===== src/rtl/maxpool_pkg.sv =====
package maxpool_pkg;

    typedef enum logic {
        ST_IDLE = 1'b0,
        ST_RUN  = 1'b1
    } mp_state_e;

endpackage


===== src/rtl/maxpool_lane.sv =====
module maxpool_lane #(
    parameter int DW = 16
) (
    input  logic                 clk,
    input  logic                 rst,
    input  logic                 smp_valid,
    input  logic                 smp_first,
    input  logic signed [DW-1:0] smp,
    output logic signed [DW-1:0] max_now
);
    localparam logic signed [DW-1:0] MOST_NEG = {1'b1, {(DW-1){1'b0}}};

    logic signed [DW-1:0] acc_d, acc_q;
    logic signed [DW-1:0] base;

    always_comb begin
        base    = smp_first ? MOST_NEG : acc_q;
        // strict compare: an equal sample leaves the running value in place
        max_now = (smp > base) ? smp : base;
        acc_d   = smp_valid ? max_now : acc_q;
    end

    always_ff @(posedge clk) begin
        if (rst) acc_q <= MOST_NEG;
        else     acc_q <= acc_d;
    end
endmodule


===== src/rtl/maxpool_addr_seq.sv =====
module maxpool_addr_seq
    import maxpool_pkg::*;
#(
    parameter  int MAX_M   = 256,
    parameter  int MAX_N   = 256,
    parameter  int MAX_H   = 512,
    parameter  int LANES   = 8,
    localparam int MW      = $clog2(MAX_M + 1),
    localparam int NW      = $clog2(MAX_N + 1),
    localparam int HW      = $clog2(MAX_H + 1),
    localparam int MAX_GRP = (MAX_H + LANES - 1) / LANES,
    localparam int GW      = $clog2(MAX_GRP + 1),
    localparam int IA_W    = $clog2(MAX_GRP * MAX_M * MAX_N),
    localparam int OA_W    = $clog2(MAX_GRP * (MAX_M / 2) * (MAX_N / 2))
) (
    input  logic             clk,
    input  logic             rst,
    input  logic             start,
    input  logic [MW-1:0]    cfg_rows,
    input  logic [NW-1:0]    cfg_cols,
    input  logic [HW-1:0]    cfg_chans,
    output logic             rd_en,
    output logic [IA_W-1:0]  rd_addr,
    output logic             tag_first,
    output logic             tag_last,
    output logic             tag_fin,
    output logic [LANES-1:0] tag_mask,
    output logic [OA_W-1:0]  tag_oaddr
);
    localparam int LANE_SH = $clog2(LANES);

    typedef struct packed {
        mp_state_e        state;
        logic [MW-1:0]    rows;
        logic [NW-1:0]    cols;
        logic [HW-1:0]    chans;
        logic [MW-1:0]    out_r;
        logic [NW-1:0]    out_c;
        logic [GW-1:0]    ngrp;
        logic [GW-1:0]    grp;
        logic [MW-1:0]    orow;
        logic [NW-1:0]    ocol;
        logic [1:0]       k;
        logic [IA_W-1:0]  plane;
        logic [OA_W-1:0]  oaddr;
        logic             rd_en;
        logic [IA_W-1:0]  rd_addr;
        logic             first;
        logic             last;
        logic             fin;
        logic [LANES-1:0] mask;
        logic [OA_W-1:0]  tag_oaddr;
    } seq_t;

    seq_t d, q;

    logic [IA_W-1:0]  row_i, col_i, plane_step;
    logic [HW:0]      chan_i;
    logic [LANES-1:0] mask_c;
    logic             last_col, last_row, last_grp, empty_cfg;

    always_comb begin
        d        = q;
        d.rd_en  = 1'b0;
        d.first  = 1'b0;
        d.last   = 1'b0;
        d.fin    = 1'b0;

        row_i      = IA_W'({q.orow, 1'b0}) + IA_W'(q.k[1]);
        col_i      = IA_W'({q.ocol, 1'b0}) + IA_W'(q.k[0]);
        plane_step = IA_W'(q.rows) * IA_W'(q.cols);

        chan_i = '0;
        for (int i = 0; i < LANES; i++) begin
            chan_i    = ((HW+1)'(q.grp) << LANE_SH) + (HW+1)'(i);
            mask_c[i] = chan_i < (HW+1)'(q.chans);
        end

        last_col  = (q.ocol == q.out_c - NW'(1));
        last_row  = (q.orow == q.out_r - MW'(1));
        last_grp  = (q.grp  == q.ngrp  - GW'(1));
        empty_cfg = (cfg_rows < MW'(2)) || (cfg_cols < NW'(2)) || (cfg_chans == '0);

        case (q.state)
            ST_IDLE: begin
                if (start) begin
                    d.rows  = cfg_rows;
                    d.cols  = cfg_cols;
                    d.chans = cfg_chans;
                    d.out_r = cfg_rows >> 1;
                    d.out_c = cfg_cols >> 1;
                    d.ngrp  = GW'(((HW+1)'(cfg_chans) + (HW+1)'(LANES - 1)) >> LANE_SH);
                    d.grp   = '0;
                    d.orow  = '0;
                    d.ocol  = '0;
                    d.k     = '0;
                    d.plane = '0;
                    d.oaddr = '0;
                    if (empty_cfg) d.fin   = 1'b1;
                    else           d.state = ST_RUN;
                end
            end
            ST_RUN: begin
                d.rd_en     = 1'b1;
                d.rd_addr   = q.plane + row_i * IA_W'(q.cols) + col_i;
                d.first     = (q.k == 2'd0);
                d.last      = (q.k == 2'd3);
                d.mask      = mask_c;
                d.tag_oaddr = q.oaddr;
                d.k         = q.k + 2'd1;
                if (q.k == 2'd3) begin
                    d.oaddr = q.oaddr + OA_W'(1);
                    if (last_col) begin
                        d.ocol = '0;
                        if (last_row) begin
                            d.orow  = '0;
                            d.grp   = q.grp + GW'(1);
                            d.plane = q.plane + plane_step;
                            if (last_grp) begin
                                d.fin   = 1'b1;
                                d.state = ST_IDLE;
                            end
                        end else begin
                            d.orow = q.orow + MW'(1);
                        end
                    end else begin
                        d.ocol = q.ocol + NW'(1);
                    end
                end
            end
            default: d.state = ST_IDLE;
        endcase
    end

    always_ff @(posedge clk) begin
        if (rst) q <= '0;
        else     q <= d;
    end

    assign rd_en     = q.rd_en;
    assign rd_addr   = q.rd_addr;
    assign tag_first = q.first;
    assign tag_last  = q.last;
    assign tag_fin   = q.fin;
    assign tag_mask  = q.mask;
    assign tag_oaddr = q.tag_oaddr;
endmodule


===== src/rtl/maxpool2x2_unit.sv =====
module maxpool2x2_unit
    import maxpool_pkg::*;
#(
    parameter  int DW      = 16,
    parameter  int LANES   = 8,
    parameter  int MAX_M   = 256,
    parameter  int MAX_N   = 256,
    parameter  int MAX_H   = 512,
    localparam int MW      = $clog2(MAX_M + 1),
    localparam int NW      = $clog2(MAX_N + 1),
    localparam int HW      = $clog2(MAX_H + 1),
    localparam int MAX_GRP = (MAX_H + LANES - 1) / LANES,
    localparam int IA_W    = $clog2(MAX_GRP * MAX_M * MAX_N),
    localparam int OA_W    = $clog2(MAX_GRP * (MAX_M / 2) * (MAX_N / 2)),
    localparam int WW      = LANES * DW
) (
    input  logic             clk,
    input  logic             rst,
    input  logic             start,
    input  logic [MW-1:0]    cfg_rows,
    input  logic [NW-1:0]    cfg_cols,
    input  logic [HW-1:0]    cfg_chans,
    output logic             rd_en,
    output logic [IA_W-1:0]  rd_addr,
    input  logic [WW-1:0]    rd_data,
    output logic             wr_en,
    output logic [OA_W-1:0]  wr_addr,
    output logic [LANES-1:0] wr_mask,
    output logic [WW-1:0]    wr_data,
    output logic             done
);
    typedef struct packed {
        logic             valid;
        logic             first;
        logic             last;
        logic             fin;
        logic [LANES-1:0] mask;
        logic [OA_W-1:0]  oaddr;
    } smp_stage_t;

    typedef struct packed {
        logic             wr_en;
        logic [OA_W-1:0]  addr;
        logic [LANES-1:0] mask;
        logic [WW-1:0]    data;
        logic             fin;
        logic             done;
    } out_stage_t;

    logic             g_first, g_last, g_fin;
    logic [LANES-1:0] g_mask;
    logic [OA_W-1:0]  g_oaddr;
    logic [WW-1:0]    lane_max;

    smp_stage_t s1_d, s1_q;
    out_stage_t s2_d, s2_q;

    maxpool_addr_seq #(
        .MAX_M (MAX_M),
        .MAX_N (MAX_N),
        .MAX_H (MAX_H),
        .LANES (LANES)
    ) u_seq (
        .clk       (clk),
        .rst       (rst),
        .start     (start),
        .cfg_rows  (cfg_rows),
        .cfg_cols  (cfg_cols),
        .cfg_chans (cfg_chans),
        .rd_en     (rd_en),
        .rd_addr   (rd_addr),
        .tag_first (g_first),
        .tag_last  (g_last),
        .tag_fin   (g_fin),
        .tag_mask  (g_mask),
        .tag_oaddr (g_oaddr)
    );

    for (genvar i = 0; i < LANES; i++) begin : g_lane
        maxpool_lane #(.DW(DW)) u_lane (
            .clk       (clk),
            .rst       (rst),
            .smp_valid (s1_q.valid),
            .smp_first (s1_q.first),
            .smp       (rd_data[i*DW +: DW]),
            .max_now   (lane_max[i*DW +: DW])
        );
    end

    always_comb begin
        // stage 1 lines up the request tags with the returning memory word
        s1_d.valid = rd_en;
        s1_d.first = g_first;
        s1_d.last  = g_last;
        s1_d.fin   = g_fin;
        s1_d.mask  = g_mask;
        s1_d.oaddr = g_oaddr;

        // stage 2 registers the finished window and the completion chain
        s2_d.wr_en = s1_q.valid && s1_q.last;
        s2_d.addr  = s1_q.oaddr;
        s2_d.mask  = (s1_q.valid && s1_q.last) ? s1_q.mask : '0;
        s2_d.data  = (s1_q.valid && s1_q.last) ? lane_max : s2_q.data;
        s2_d.fin   = s1_q.fin;
        s2_d.done  = s2_q.fin;
    end

    always_ff @(posedge clk) begin
        if (rst) begin
            s1_q <= '0;
            s2_q <= '0;
        end else begin
            s1_q <= s1_d;
            s2_q <= s2_d;
        end
    end

    assign wr_en   = s2_q.wr_en;
    assign wr_addr = s2_q.addr;
    assign wr_mask = s2_q.mask;
    assign wr_data = s2_q.data;
    assign done    = s2_q.done;
endmodule


===== config.mk =====
export PLATFORM = sky130hd
export DESIGN_NAME = maxpool2x2_unit
export DESIGN_NICKNAME = d
export VERILOG_FILES = /design/src/rtl/maxpool_pkg.sv /design/src/rtl/maxpool_lane.sv /design/src/rtl/maxpool_addr_seq.sv /design/src/rtl/maxpool2x2_unit.sv
export SDC_FILE = /design/constraint.sdc
export NUM_CORES = 2
export LEC_CHECK = 0
export BUFFER_PORTS_ARGS = -buffer_cell sky130_fd_sc_hd__buf_2
export CAP_MARGIN = 10
export CORE_ASPECT_RATIO = 1.2
export CORE_UTILIZATION = 54
export CTS_CLUSTER_DIAMETER = 120
export DETAILED_ROUTE_END_ITERATION = 10
export PLACE_DENSITY = 0.78
export SETUP_SLACK_MARGIN = 0.3
export SLEW_MARGIN = 15
export SYNTH_ARGS = -nofsm -noshare
export SYNTH_HDL_FRONTEND = slang
export SYNTH_SLANG_ARGS = --single-unit
export TNS_END_PERCENT = 10

===== constraint.sdc =====
create_clock -name clk -period 5.53 [get_ports clk]
set_input_delay 0.553 -clock clk [delete_from_list [all_inputs] [get_ports clk]]
set_output_delay 0.553 -clock clk [all_outputs]
set_load 0.02 [all_outputs]

Word-level counts from Yosys, hierarchy flattened
Index checks and enable logic that the tools add are counted.

storage, ports and cells
  output and inout bits = 181
  input port bits = 159
  logic and storage cells = 142
  register bits = 494

cells by class
  reduce and logical (&&, ||, !) cells = 11
  bitwise operators = 2
  multipliers = 2
  equal/unequal tests = 8
  $add $sub $neg = 21
  muxes and demuxes = 40
  order comparisons = 18

operator list
  kind                     number
  $mux W16                 17
  $pmux W69 S2             1
  $gt A16 B16 Y1           8
  $mux W123                1
  $lt A11 B10 Y1           7
  $mux W25                 2
  $add A10 B3 Y11 const B  4
  $add A22 B22 Y22         2
  $mux W22                 2
  $mux W42                 1
  $add A10 B1 Y11          2
  $add A10 B2 Y11 const B  2
  $add A22 B18 Y22         1
  $mul A22 B9 Y22          1
  $add A20 B1 Y20 const B  1
  $add A9 B1 Y9 const B    2
  $eq A9 B9 Y1             2
  $lt A9 B2 Y1 const B     2
  $mul A9 B9 Y18           1
  $mux W9                  2
  $sub A8 B1 Y9 const B    2
  $add A10 B1 Y11 const B  1
  $mux W1                  11
  $add A10 B3 Y10 const B  1
  18 further kinds         26

Depth between registers and ports, before layout
  word-level depth = 7
  mapped depth = 23
  gate-level depth less buffers = 20

Modules after synthesis
Synthesis repeated with hierarchy kept, for this count alone.

unflattened totals
  cell total of the unflattened synthesis = 3690
  area, all modules = 33154.3 um^2

by module, submodules not included
  module                               area each (um^2)  sequential area each (um^2)  cells each  instances
  maxpool_addr_seq                     14577.7           3183.1                       1729        1
  maxpool2x2_unit                      7671.1            3823.7                       717         1
  maxpool_lane (g_lane[0].u_lane ...)  1371.3            320.3                        155         4
  maxpool_lane (g_lane[4].u_lane ...)  1355.0            320.3                        156         4

Worst setup path after synthesis
Ideal clock, no wire load.

  kind = register -> register
  start point = register u_seq.q[159] (netlist name)
  end point = register u_seq.q, in the netlist u_seq.rd_addr[20]
  required time = 5.414 ns
  data arrival time = 5.575 ns
  path buffers = 3
  stages on the path, launching flop included = 22
  slack = -0.161 ns
  path through = dfxtp_1 -> clkbuf_1 -> clkbuf_1 -> nand2_1 -> fa_1 -> inv_1 -> fa_1 -> inv_1 -> fa_1 -> inv_1 -> fa_1 -> inv_1 -> fa_1 -> inv_1 -> ha_1 -> clkbuf_1 -> and2_1 -> a311oi_1 -> or3_1 -> a31oi_1 -> or3_1 -> a31o_2

on the way
  cells in the longest elaborated chain, start to end = 3

RTL lines
  element                        RTL line                 text
  start, declared                maxpool_addr_seq.sv:55   seq_t d, q;
  start signal, assigned         maxpool_addr_seq.sv:136  if (rst) q <= '0;
  start signal, assigned         maxpool_addr_seq.sv:137  else q <= d;
  $mul A22 B9 Y22                maxpool_addr_seq.sv:105  d.rd_addr = q.plane + row_i * IA_W'(q.cols) + col_i;
  $add A22 B22 Y22 (2 in a row)  maxpool_addr_seq.sv:105

Every way passes these cells.
A chain may end at the register's enable or synchronous reset.

Final worst setup path
  start point = register u_seq.q[163] (netlist name)
  end point = register u_seq.q, in the netlist u_seq.rd_addr[19]

The elaborated chain is that of the path after synthesis.

==> results.cfg <==
[timing]
tns_ps = 0
fin_skew_ps = 45.8
hold_violations = 0
rsz0062_at_grt = yes
post-route-period-util_pct = 93.1
fin_crit_ps = 5150
slew_headroom_pct = 18.5
finalSetupViolations = 0
worstMarginPinSlew_ps = 1220
slew_violations = 0
fmax_ghz = 0.194

[clock_tree]
cts_num_sinks = 478
cts_buffers = 50
holdBufCountCts = 0
clk_root_buffer_cell = clkbuf_16
cts_tree = built
clk_latency_ps = 620
path_clk_slew_ps = 70
ctsHtreeMaxLevel = 2
clk_path_buf_depth = 3

[worst_setup_path]
critPathSlowestCell = fa_2
cp_max_fo = 6
cp_common_cell = fa_1
cp_top_family = adder cells
cp.required_ps = 6040
max_stage_delay_ps = 620
cp-end-kind = register
critPathKind = register to register
critPathLaunchType = register
crit_buf_inv = 4
cp_cell_sequence = buf_6 -> and2_1 -> fa_1 -> fa_2 -> fa_2 -> fa_1 -> inv_2 -> fa_1 -> inv_2 -> ha_4 -> buf_4 -> a21o_1 -> a21o_1 -> o211ai_1 -> and2_1 -> o21ai_1 -> a311o_1 -> o221ai_1
arrival_ps = 5660

[worst_hold_path]
hold_class = input port to register

[floorplanning]
pin_count = 340
die-area_um2 = 56100
fp.coreArea_um2 = 54100
dieHeight_um = 259
rows = 93
initial_core_util_pct = 55.1
die_x_um = 216

[synth]
synth_top_cell_by_area = dfxtp_1
synth.avg_cell_area_um2 = 8.60
syn_inst = 3464
synth_top_area_share_pct = 32.1
yosysMostFrequentCell = dfxtp_1
synth-seq-cells = 478
synth-main-ff-cell = dfxtp_1
synth_edf_count = 0
ys_async_sr_fraction_pct = 0
ys_warn_count = 0
synth_common_cells = 478 x dfxtp_1, 390 x nand2_1, 285 x inv_1
synthTopCellsByArea = dfxtp_1 32%, ha_1 11%, fa_1 9.9%
synth_nets = 4023
ys_seq_area_share_pct = 32.1
syn_area_um2 = 29800
synth.distinct_cells = 75

[global_route]
grt_max_degree = 156
grt_usage_pct = 29.3
globalRouteOverflowTotal = 0
grt_pass1_vias = 24900
grt_pass1_wl_um = 132000
antenna_found_initial = 13

[finish]
drive_gt1_share_pct = 18.1
fin_nets = 4298
area.growth.synth_to_final_pct = 16.0
fillerInstances = 4467
fin_util_pct = 63.9

[route]
drt_pre_antenna_iters = 5
antenna_left = 0
drc = 0
routedWlPerCell_um = 19.3
first_iter_violations = 1904
wl_um = 86700
vias = 26700
via_per_inst = 5.95

[run]
drv_cap = 0

[place]
io_buffers = 339
place_hpwl_um = 61500
gp_congestion = 0.916

[run_status]
outcome = completed

[power]
total_leakage_power_nw = 15.7
ir_drop_mv = 0.235
powerDensity_nw_per_um2 = 229
[flip-flops by register name, indices dropped and copies added, names as in the netlist, 8 cells and up]
name,flops
g_lane.u_lane.acc_q,128
s1_q,32
u_seq.q,105
u_seq.rd_addr,22
u_seq.tag_mask,8
u_seq.tag_oaddr,20
wr_addr,20
wr_data,128
wr_mask,8
[worst reg2reg max path, delay by kind of cell (launching register included)]
family | cells | cell delay [ps]
and+or+nand+nor | 2 | 330
buffers and inverters | 4 | 380
adders and majority gates | 6 | 2770
DFF | 1 | 380
AOI/OAI and AO/OA | 6 | 1170
[logic make-up (layout without fill, tap and decap cells)]
| kind of cell | Yosys count | in the layout | synth area share, % |
|---|---|---|---|
| xor gates and xnor gates | 86 | 86 | 2.53 |
| AOI/OAI and AO/OA | 785 | 785 | 18.0 |
| DFF | 478 | 478 | 32.1 |
| muxes | 34 | 34 | 1.15 |
| buffers and inverters | 529 | 839 | 6.99 |
| and+or+nand+nor | 1152 | 1152 | 18.7 |
| other | 0 | 10 | 0 |
| adders and majority gates | 400 | 400 | 20.5 |
[metal layers]
metal / GRT usage [%] / wire length (um) / part of all wire, % / vias up
met5: 0 / 38 / 0.044 / -
met4: 12.4 / 4030 / 4.7 / 6
met3: 4.94 / 6580 / 7.6 / 242
met2: 51.5 / 42700 / 49 / 1110
met1: 35.1 / 33400 / 38 / 12800
li1: - / - / - / 12600
[final timing paths]
kind              slack [ps]  depth (start not counted)          from                 to
setup reg to reg         380                         18  u_seq.q[163]  u_seq.rd_addr[19]
hold / removal           170                          3   cfg_cols[0]       u_seq.q[158]
hold reg to reg          440                          1       s1_q[8]         wr_addr[8]
setup / recovery         380                         18  u_seq.q[163]  u_seq.rd_addr[19]
[report_power, final]
group | leakage (nW) | switching (W) | internal [W]
Combinational | 11.1 | 0.000589 | 0.000368
Sequential | 3.88 | 0.0000664 | 0.00350
Clock | 0.778 | 0.00149 | 0.00191
[cell usage in the layout, fill, tap and decap left out, drive strengths merged, types with 45 or more instances in the layout]
cell type and n:
a21oi 162, a221oi 63, a32o 47, a32oi 45, and2 99, and3 65
buf 463, clkbuf 68, dfxtp 478, fa 147, ha 253, inv 288
nand2 391, nand3 54, nand4 55, nor2 242, nor2b 93, o21ai 196
xnor2 50
[per-stage QoR]
step	setup slack (ps)	hold slack [ps]	std cells	instance area, um^2	power (W)
after CTS	272	145	4450	33900	0.00791
after detailed placement	-14.5	422	4358	32200	0.00454
after global routing	181	162	4493	34500	0.00819
after floorplan	266	400	3464	29900	0.00423
final	384	167	4496	34600	0.00793
after global placement	67.5	418	4358	32200	0.00453
[layout make-up]
type                            count  area, um^2  area share [%]
Antenna cell                       10        25.0          0.0724
Sequential cell                   478        9640            27.9
Multi-Input combinational cell   2457       18600            53.7
Clock buffer                       65        1350            3.90
Timing Repair Buffer              466        2740            7.92
Inverter                          286        1080            3.12
Tap cell                          712         891            2.58
Clock inverter                     22         270           0.782
[repair_timing]
item,4_1_cts,5_1_grt
gates resized for setup,23,110
pin swaps,6,72
endpoints found under the setup margin,23,26
setup buffers,5,35
gates cloned,0,1
(Power assumes the default switching activity.)
